[src/rtl/ifpg_pkg.sv]
package ifpg_pkg;
   localparam int UNIT_BYTES = 8;
   localparam int UNIT_W     = UNIT_BYTES * 8;
   localparam int OFS_W      = $clog2(UNIT_BYTES);
   localparam int BSEL_W     = $clog2(UNIT_BYTES);

   typedef logic [UNIT_BYTES-1:0] par_vec_t;

   function automatic logic byte_even_par(input logic [7:0] b);
      return ^b;
   endfunction
endpackage

[src/rtl/ifpg_par_gen.sv]
module ifpg_par_gen
   import ifpg_pkg::*;
#(
   parameter int NBYTES = UNIT_BYTES
) (
   input  logic [NBYTES*8-1:0] data,
   output logic [NBYTES-1:0]   par
);
   for (genvar k = 0; k < NBYTES; k++) begin : g_byte
      assign par[k] = byte_even_par(data[8*k +: 8]);
   end
endmodule

[src/rtl/ifpg_store.sv]
module ifpg_store
   import ifpg_pkg::*;
#(
   parameter int DEPTH  = 16,
   parameter int ADDR_W = 12,
   localparam int IDX_W = $clog2(DEPTH)
) (
   input  logic              clk,
   input  logic              rst_n,
   input  logic              wr_en,
   input  logic [IDX_W-1:0]  wr_idx,
   input  logic [UNIT_W-1:0] wr_data,
   input  par_vec_t          wr_par,
   input  logic              rd_en,
   input  logic [ADDR_W-1:0] rd_addr_i,
   output logic              rd_valid,
   output logic [ADDR_W-1:0] rd_addr_o,
   output logic [UNIT_W-1:0] rd_data,
   output par_vec_t          rd_par
);
   logic [UNIT_W-1:0] data_mem [DEPTH];
   par_vec_t          par_mem  [DEPTH];
   logic [IDX_W-1:0]  rd_idx;

   assign rd_idx = rd_addr_i[IDX_W+OFS_W-1:OFS_W];

   always_ff @(posedge clk) begin
      if (!rst_n) begin
         for (int k = 0; k < DEPTH; k++) begin
            data_mem[k] <= '0;
            par_mem[k]  <= '0;
         end
      end else if (wr_en) begin
         data_mem[wr_idx] <= wr_data;
         par_mem[wr_idx]  <= wr_par;
      end
   end

   always_ff @(posedge clk) begin
      if (!rst_n) begin
         rd_valid  <= 1'b0;
         rd_addr_o <= '0;
         rd_data   <= '0;
         rd_par    <= '0;
      end else begin
         rd_valid <= rd_en;
         if (rd_en) begin
            rd_addr_o <= {rd_addr_i[ADDR_W-1:OFS_W], {OFS_W{1'b0}}};
            rd_data   <= data_mem[rd_idx];
            rd_par    <= par_mem[rd_idx];
         end
      end
   end
endmodule

[src/rtl/ifpg_check.sv]
module ifpg_check
   import ifpg_pkg::*;
#(
   parameter int SLOTS = 2
) (
   input  logic              valid,
   input  logic [UNIT_W-1:0] data,
   input  par_vec_t          par_stored,
   output logic [SLOTS-1:0]  fault
);
   par_vec_t par_calc;
   logic     unit_bad;

   ifpg_par_gen #(.NBYTES(UNIT_BYTES)) u_regen (
      .data (data),
      .par  (par_calc)
   );

   assign unit_bad = |(par_calc ^ par_stored);

   for (genvar s = 0; s < SLOTS; s++) begin : g_slot
      if (s == 0) begin : g_first
         assign fault[s] = valid & unit_bad;
      end else begin : g_rest
         assign fault[s] = 1'b0;
      end
   end
endmodule

[src/rtl/ifpg_fault_cap.sv]
module ifpg_fault_cap
   import ifpg_pkg::*;
#(
   parameter int              ADDR_W     = 12,
   parameter int              FSR_W      = 5,
   parameter logic [FSR_W-1:0] FSR_PARITY = 5'h1A
) (
   input  logic                    clk,
   input  logic                    rst_n,
   input  logic                    ex_valid,
   input  logic                    ex_kill,
   input  logic                    ex_fault,
   input  logic [ADDR_W-OFS_W-1:0] ex_unit,
   output logic                    pabort,
   output logic [ADDR_W-1:0]       ifar,
   output logic [FSR_W-1:0]        ifsr
);
   logic take;

   assign take = ex_valid & ~ex_kill & ex_fault;

   always_ff @(posedge clk) begin
      if (!rst_n) begin
         pabort <= 1'b0;
         ifar   <= '0;
         ifsr   <= '0;
      end else begin
         pabort <= take;
         if (take) begin
            ifar <= {ex_unit, {OFS_W{1'b0}}};
            ifsr <= FSR_PARITY;
         end
      end
   end
endmodule

[src/rtl/ifetch_parity_guard.sv]
module ifetch_parity_guard
   import ifpg_pkg::*;
#(
   parameter int               ADDR_W     = 12,
   parameter int               DEPTH      = 16,
   parameter int               INSTR_W    = 32,
   parameter int               FSR_W      = 5,
   parameter logic [FSR_W-1:0] FSR_PARITY = 5'h1A,
   localparam int IDX_W = $clog2(DEPTH),
   localparam int SLOTS = UNIT_W / INSTR_W
) (
   input  logic                    clk,
   input  logic                    rst_n,
   input  logic                    fill_en,
   input  logic [IDX_W-1:0]        fill_idx,
   input  logic [UNIT_W-1:0]       fill_data,
   input  logic                    inj_en,
   input  logic [BSEL_W-1:0]       inj_byte,
   input  logic                    fetch_en,
   input  logic [ADDR_W-1:0]       fetch_addr,
   output logic                    rd_valid,
   output logic [ADDR_W-1:0]       rd_addr,
   output logic [UNIT_W-1:0]       rd_data,
   output logic [SLOTS-1:0]        rd_fault,
   input  logic                    ex_valid,
   input  logic                    ex_kill,
   input  logic                    ex_fault,
   input  logic [ADDR_W-OFS_W-1:0] ex_unit,
   output logic                    pabort,
   output logic [ADDR_W-1:0]       ifar,
   output logic [FSR_W-1:0]        ifsr
);
   if (DEPTH < 2 || (1 << IDX_W) != DEPTH) begin : g_bad_depth
      $error("DEPTH must be a power of two of at least 2");
   end
   if (INSTR_W < 8 || (UNIT_W % INSTR_W) != 0) begin : g_bad_instr
      $error("INSTR_W must divide the fetch unit width");
   end
   if (ADDR_W < IDX_W + OFS_W + 1) begin : g_bad_addr
      $error("ADDR_W too small for DEPTH");
   end
   if (FSR_PARITY == '0) begin : g_bad_code
      $error("FSR_PARITY must differ from the reset value");
   end

   par_vec_t fill_par;
   par_vec_t inj_mask;
   par_vec_t wr_par;
   par_vec_t rd_par;

   ifpg_par_gen #(.NBYTES(UNIT_BYTES)) u_fill_par (
      .data (fill_data),
      .par  (fill_par)
   );

   always_comb begin
      inj_mask = '0;
      if (inj_en) inj_mask[inj_byte] = 1'b1;
   end

   assign wr_par = fill_par ^ inj_mask;

   ifpg_store #(.DEPTH(DEPTH), .ADDR_W(ADDR_W)) u_store (
      .clk       (clk),
      .rst_n     (rst_n),
      .wr_en     (fill_en),
      .wr_idx    (fill_idx),
      .wr_data   (fill_data),
      .wr_par    (wr_par),
      .rd_en     (fetch_en),
      .rd_addr_i (fetch_addr),
      .rd_valid  (rd_valid),
      .rd_addr_o (rd_addr),
      .rd_data   (rd_data),
      .rd_par    (rd_par)
   );

   ifpg_check #(.SLOTS(SLOTS)) u_check (
      .valid      (rd_valid),
      .data       (rd_data),
      .par_stored (rd_par),
      .fault      (rd_fault)
   );

   ifpg_fault_cap #(.ADDR_W(ADDR_W), .FSR_W(FSR_W), .FSR_PARITY(FSR_PARITY)) u_cap (
      .clk      (clk),
      .rst_n    (rst_n),
      .ex_valid (ex_valid),
      .ex_kill  (ex_kill),
      .ex_fault (ex_fault),
      .ex_unit  (ex_unit),
      .pabort   (pabort),
      .ifar     (ifar),
      .ifsr     (ifsr)
   );
endmodule

[config.mk]
export PLATFORM = sky130hd
export DESIGN_NAME = ifetch_parity_guard
export DESIGN_NICKNAME = d
export VERILOG_FILES = /design/src/rtl/ifpg_pkg.sv /design/src/rtl/ifpg_par_gen.sv /design/src/rtl/ifpg_store.sv /design/src/rtl/ifpg_check.sv /design/src/rtl/ifpg_fault_cap.sv /design/src/rtl/ifetch_parity_guard.sv
export SDC_FILE = /design/constraint.sdc
export NUM_CORES = 2
export LEC_CHECK = 0
export BUFFER_PORTS_ARGS = -buffer_cell sky130_fd_sc_hd__buf_2
export CAP_MARGIN = 5
export CELL_PAD_IN_SITES_DETAIL_PLACEMENT = 0
export CELL_PAD_IN_SITES_GLOBAL_PLACEMENT = 1
export CORE_AREA = 3 3 329 331
export CTS_BUF_LIST = sky130_fd_sc_hd__clkbuf_16
export DETAILED_ROUTE_END_ITERATION = 7
export DIE_AREA = 0 0 332 334
export HOLD_SLACK_MARGIN = 0.08
export MAX_ROUTING_LAYER = met4
export PLACE_DENSITY = 0.84
export SETUP_SLACK_MARGIN = 0.5
export SLEW_MARGIN = 20
export SYNTH_ARGS = -nofsm -noshare
export SYNTH_HDL_FRONTEND = slang
export SYNTH_SLANG_ARGS = --single-unit
export TNS_END_PERCENT = 100
[constraint.sdc]
create_clock -name clk -period 3.7 [get_ports clk]
set_input_delay 0.37 -clock clk [delete_from_list [all_inputs] [get_ports clk]]
set_output_delay 0.37 -clock clk [all_outputs]
set_load 0.01 [all_outputs]
==> results.toml <==
[floorplan]
num_rows = 119
initial_utilization_pct = 53.1
die_w_um = 332
die_area_um2 = 111000
ios = 197
core_um2 = 105000
dieHeight_um = 334

[global_routing]
globalRouteOverflowTotal = 0
antenna_found_initial = 12
grt_pass1_wl_um = 228000
grt_max_degree = 166
grt_usage_pct = 28.6
grt_pass1_vias = 34300

[route]
vias = 33800
post_drt_wl_per_cell_um = 29.1
drt-initial-drc-count = 4394
route.detailed.drc = 0
ant_nets = 0
routed_wl_um = 153000
drt_pass1_iterations = 6
post_drt_via_cell_ratio = 6.41

[clock_tree]
h-tree-depth = 4
clock_path_buffers = 3
clockRootBuffer = "clkbuf_16"
clk_pin_slew_ns = 0.06
cts_tree = "yes"
cts_setup_buffers = 0
cts_sinks = 1245
numCtsBuffers = 133
insertion_delay_ns = 0.75

[sta]
post-route-min-period_ns = 3.15
period_share_pct = 85.1
fmax_mhz = 317
tightest_slew_ns = 1.13
rsz0062_at_grt = "true"
fin_hold_ws_ns = 0.119
setup_viol = 0
hold_violations = 0
tns_ns = 0
finClkSkew_ns = 0.0242
drv_slew = 0
max_slew_margin_pct = 24.7

[flow_run]
maxCapViolCount = 0

[synth]
yosysWarningCount = 0
synthTopCellsByArea = "edfxtp_1, mux4_2, and3_1"
synthCells = 3692
synth-edff-count = 1152
ys_types = 39
avgSynthCellArea_um2 = 15.2
synth_top_flop_cell = "edfxtp_1"
synthArstFlopShare_pct = 0
ys_ff_latch = 1245
yosysSeqAreaShare_pct = 65.1
syn_area_um2 = 56000
synth_top_area_share_pct = 61.8
synth_top_area_cell = "edfxtp_1"

[final_layout]
nets = 3868
mostFrequentLayoutCells = "edfxtp_1, and3_1, mux4_2"
final_common_cell = "edfxtp_1"
area_growth_pct = 13.0
final_cells = 5281
final_area_um2 = 63300
drive_above_1_share_pct = 21.6
fillers = 7751

[placed_design]
gp_congestion = 0.800
dpl_cell_area_um2 = 58600
port_buffers = 184
dp_cells = 4989
hpwl_um = 80800

[critical_path]
crit_type = "flip-flop to primary output"
crit_end = "rd_fault[0]"
cp-start-kind = "flip-flop"
r2r-start = "u_store.data_mem[4][41]$_SDFFCE_PN0P_"
worstPathMaxFanout = 3
reg2reg_slack_ns = 2.04
worstSetupEndpointType = "primary output"
crit_start = "u_store.rd_data[31]$_SDFFE_PN0P_"
reg2reg_to = "u_store.rd_data[41]$_SDFFE_PN0P_"
reg2reg_depth = 4
critPathRequiredTime_ns = 3.33
arrival_ns = 2.78

[pwr]
ir_worst_vdd_v = 0.000374
power.total_w = 0.0326
p_leak_nw = 24.7
powerDensity_nw_per_um2 = 515

[worst_hold_path]
hp-class = "input pin to flip-flop"

[run_status]
status = "finished, final reports clean"
-- state kept, by name, summed over array words and instances, names as in the netlist --
register / cells
u_store.data_mem: 1024
u_store.rd_addr_o: 9
u_store.rd_par: 8
u_store.par_mem: 128
u_store.rd_data: 64
u_cap.pabort: 1
u_cap.ifar: 9
u_cap.ifsr: 1
u_store.rd_valid: 1
-- worst min-delay path by stage --
stage,from,cells after the start,endpoint
4_1_cts,fill_data[49],2,u_store.data_mem[11][49]$_SDFFCE_PN0P_
2_1_floorplan,u_cap.ifar[10]$_SDFFE_PN0P_,2,u_cap.ifar[10]$_SDFFE_PN0P_
3_3_place_gp,u_cap.ifar[7]$_SDFFE_PN0P_,2,u_cap.ifar[7]$_SDFFE_PN0P_
5_1_grt,fill_data[39],2,u_store.data_mem[4][39]$_SDFFCE_PN0P_
3_5_place_dp,u_cap.ifar[4]$_SDFFE_PN0P_,2,u_cap.ifar[4]$_SDFFE_PN0P_
6_report,fill_data[12],2,u_store.data_mem[15][12]$_SDFFCE_PN0P_
-- cells by family (layout without fill, tap and decap cells) --
kind of cell           Yosys count  count (layout)  share of synthesized area, %
buffers and inverters          407             586                          3.20
AND/OR/NAND/NOR               1321            1321                          13.9
XOR/XNOR                       122             122                          2.16
multiplexers                   321             321                          12.2
other                            1              20                       0.00670
AO/OA/AOI/OAI                  275             275                          3.39
flip-flops                    1245            1245                          65.1
-- metal layers --
layer	share of wire (%)	wire length (um)	vias up	GRT usage (%)
li1	-	-	14300	-
met1	39	59200	17300	38.2
met2	48	74100	1924	44.6
met3	10	16100	275	6.15
met4	2.6	4000	0	9.08
met5	0	0	-	-
-- repair_timing --
item                                    CTS  global route
pin swaps                                 3             2
hold endpoints to repair                 61             0
hold buffers                             35             0
endpoints found under the setup margin    1            56
resized for setup                        14             6
-- cells in the mapped netlist (4+ instances only) --
library cell,count
a21boi_0,9
buf_1,8
buf_4,20
dfxtp_1,93
o21ai_1,12
xnor3_1,6
mux4_2,288
xnor2_2,8
nand2_1,63
a21oi_1,61
nor2_1,134
edfxtp_1,1152
nor3_2,4
buf_6,16
o2bb2ai_1,12
clkbuf_1,307
buf_2,53
nor2b_1,73
and3_1,768
and2_1,259
xor2_1,12
xnor2_1,96
mux2i_1,33
nand3_1,6
o21a_1,60
a22oi_1,120
-- critical path, stage by stage (launching register included) --
cell	delay, ns
dfxtp_1	0.47
xnor2_1	0.19
xnor3_1	0.48
xnor2_2	0.20
nor2_2	0.27
a41oi_4	0.21
buf_2	0.20
-- layout make-up --
| type | count | area, um2 | area share, % |
|---|---|---|---|
| flip-flops and latches | 1245 | 36500 | 57.6 |
| repair buffers | 337 | 2680 | 4.24 |
| inverters | 3 | 13.8 | 0.0218 |
| multi-input cells | 2048 | 18200 | 28.7 |
| clock buffers | 134 | 3350 | 5.30 |
| well taps | 1391 | 1740 | 2.75 |
| clock inverters | 112 | 835 | 1.32 |
| diodes | 11 | 27.5 | 0.0435 |
-- through the flow --
stage	util, %	setup slack [ns]
floorplan	-	0.338
detailed placement	55.6	0.509
finish	60.0	0.550
CTS	60.0	0.520
global placement	55.6	0.550
global route	60.0	0.486
-- power breakdown --
part           internal (W)  switching [W]  leakage (nW)
clock               0.00716        0.00563          2.20
sequential           0.0162       0.000269          11.8
combinational       0.00127        0.00208          10.7
total                0.0246        0.00797          24.7
Note: power is estimated with default switching activity, not from simulation.
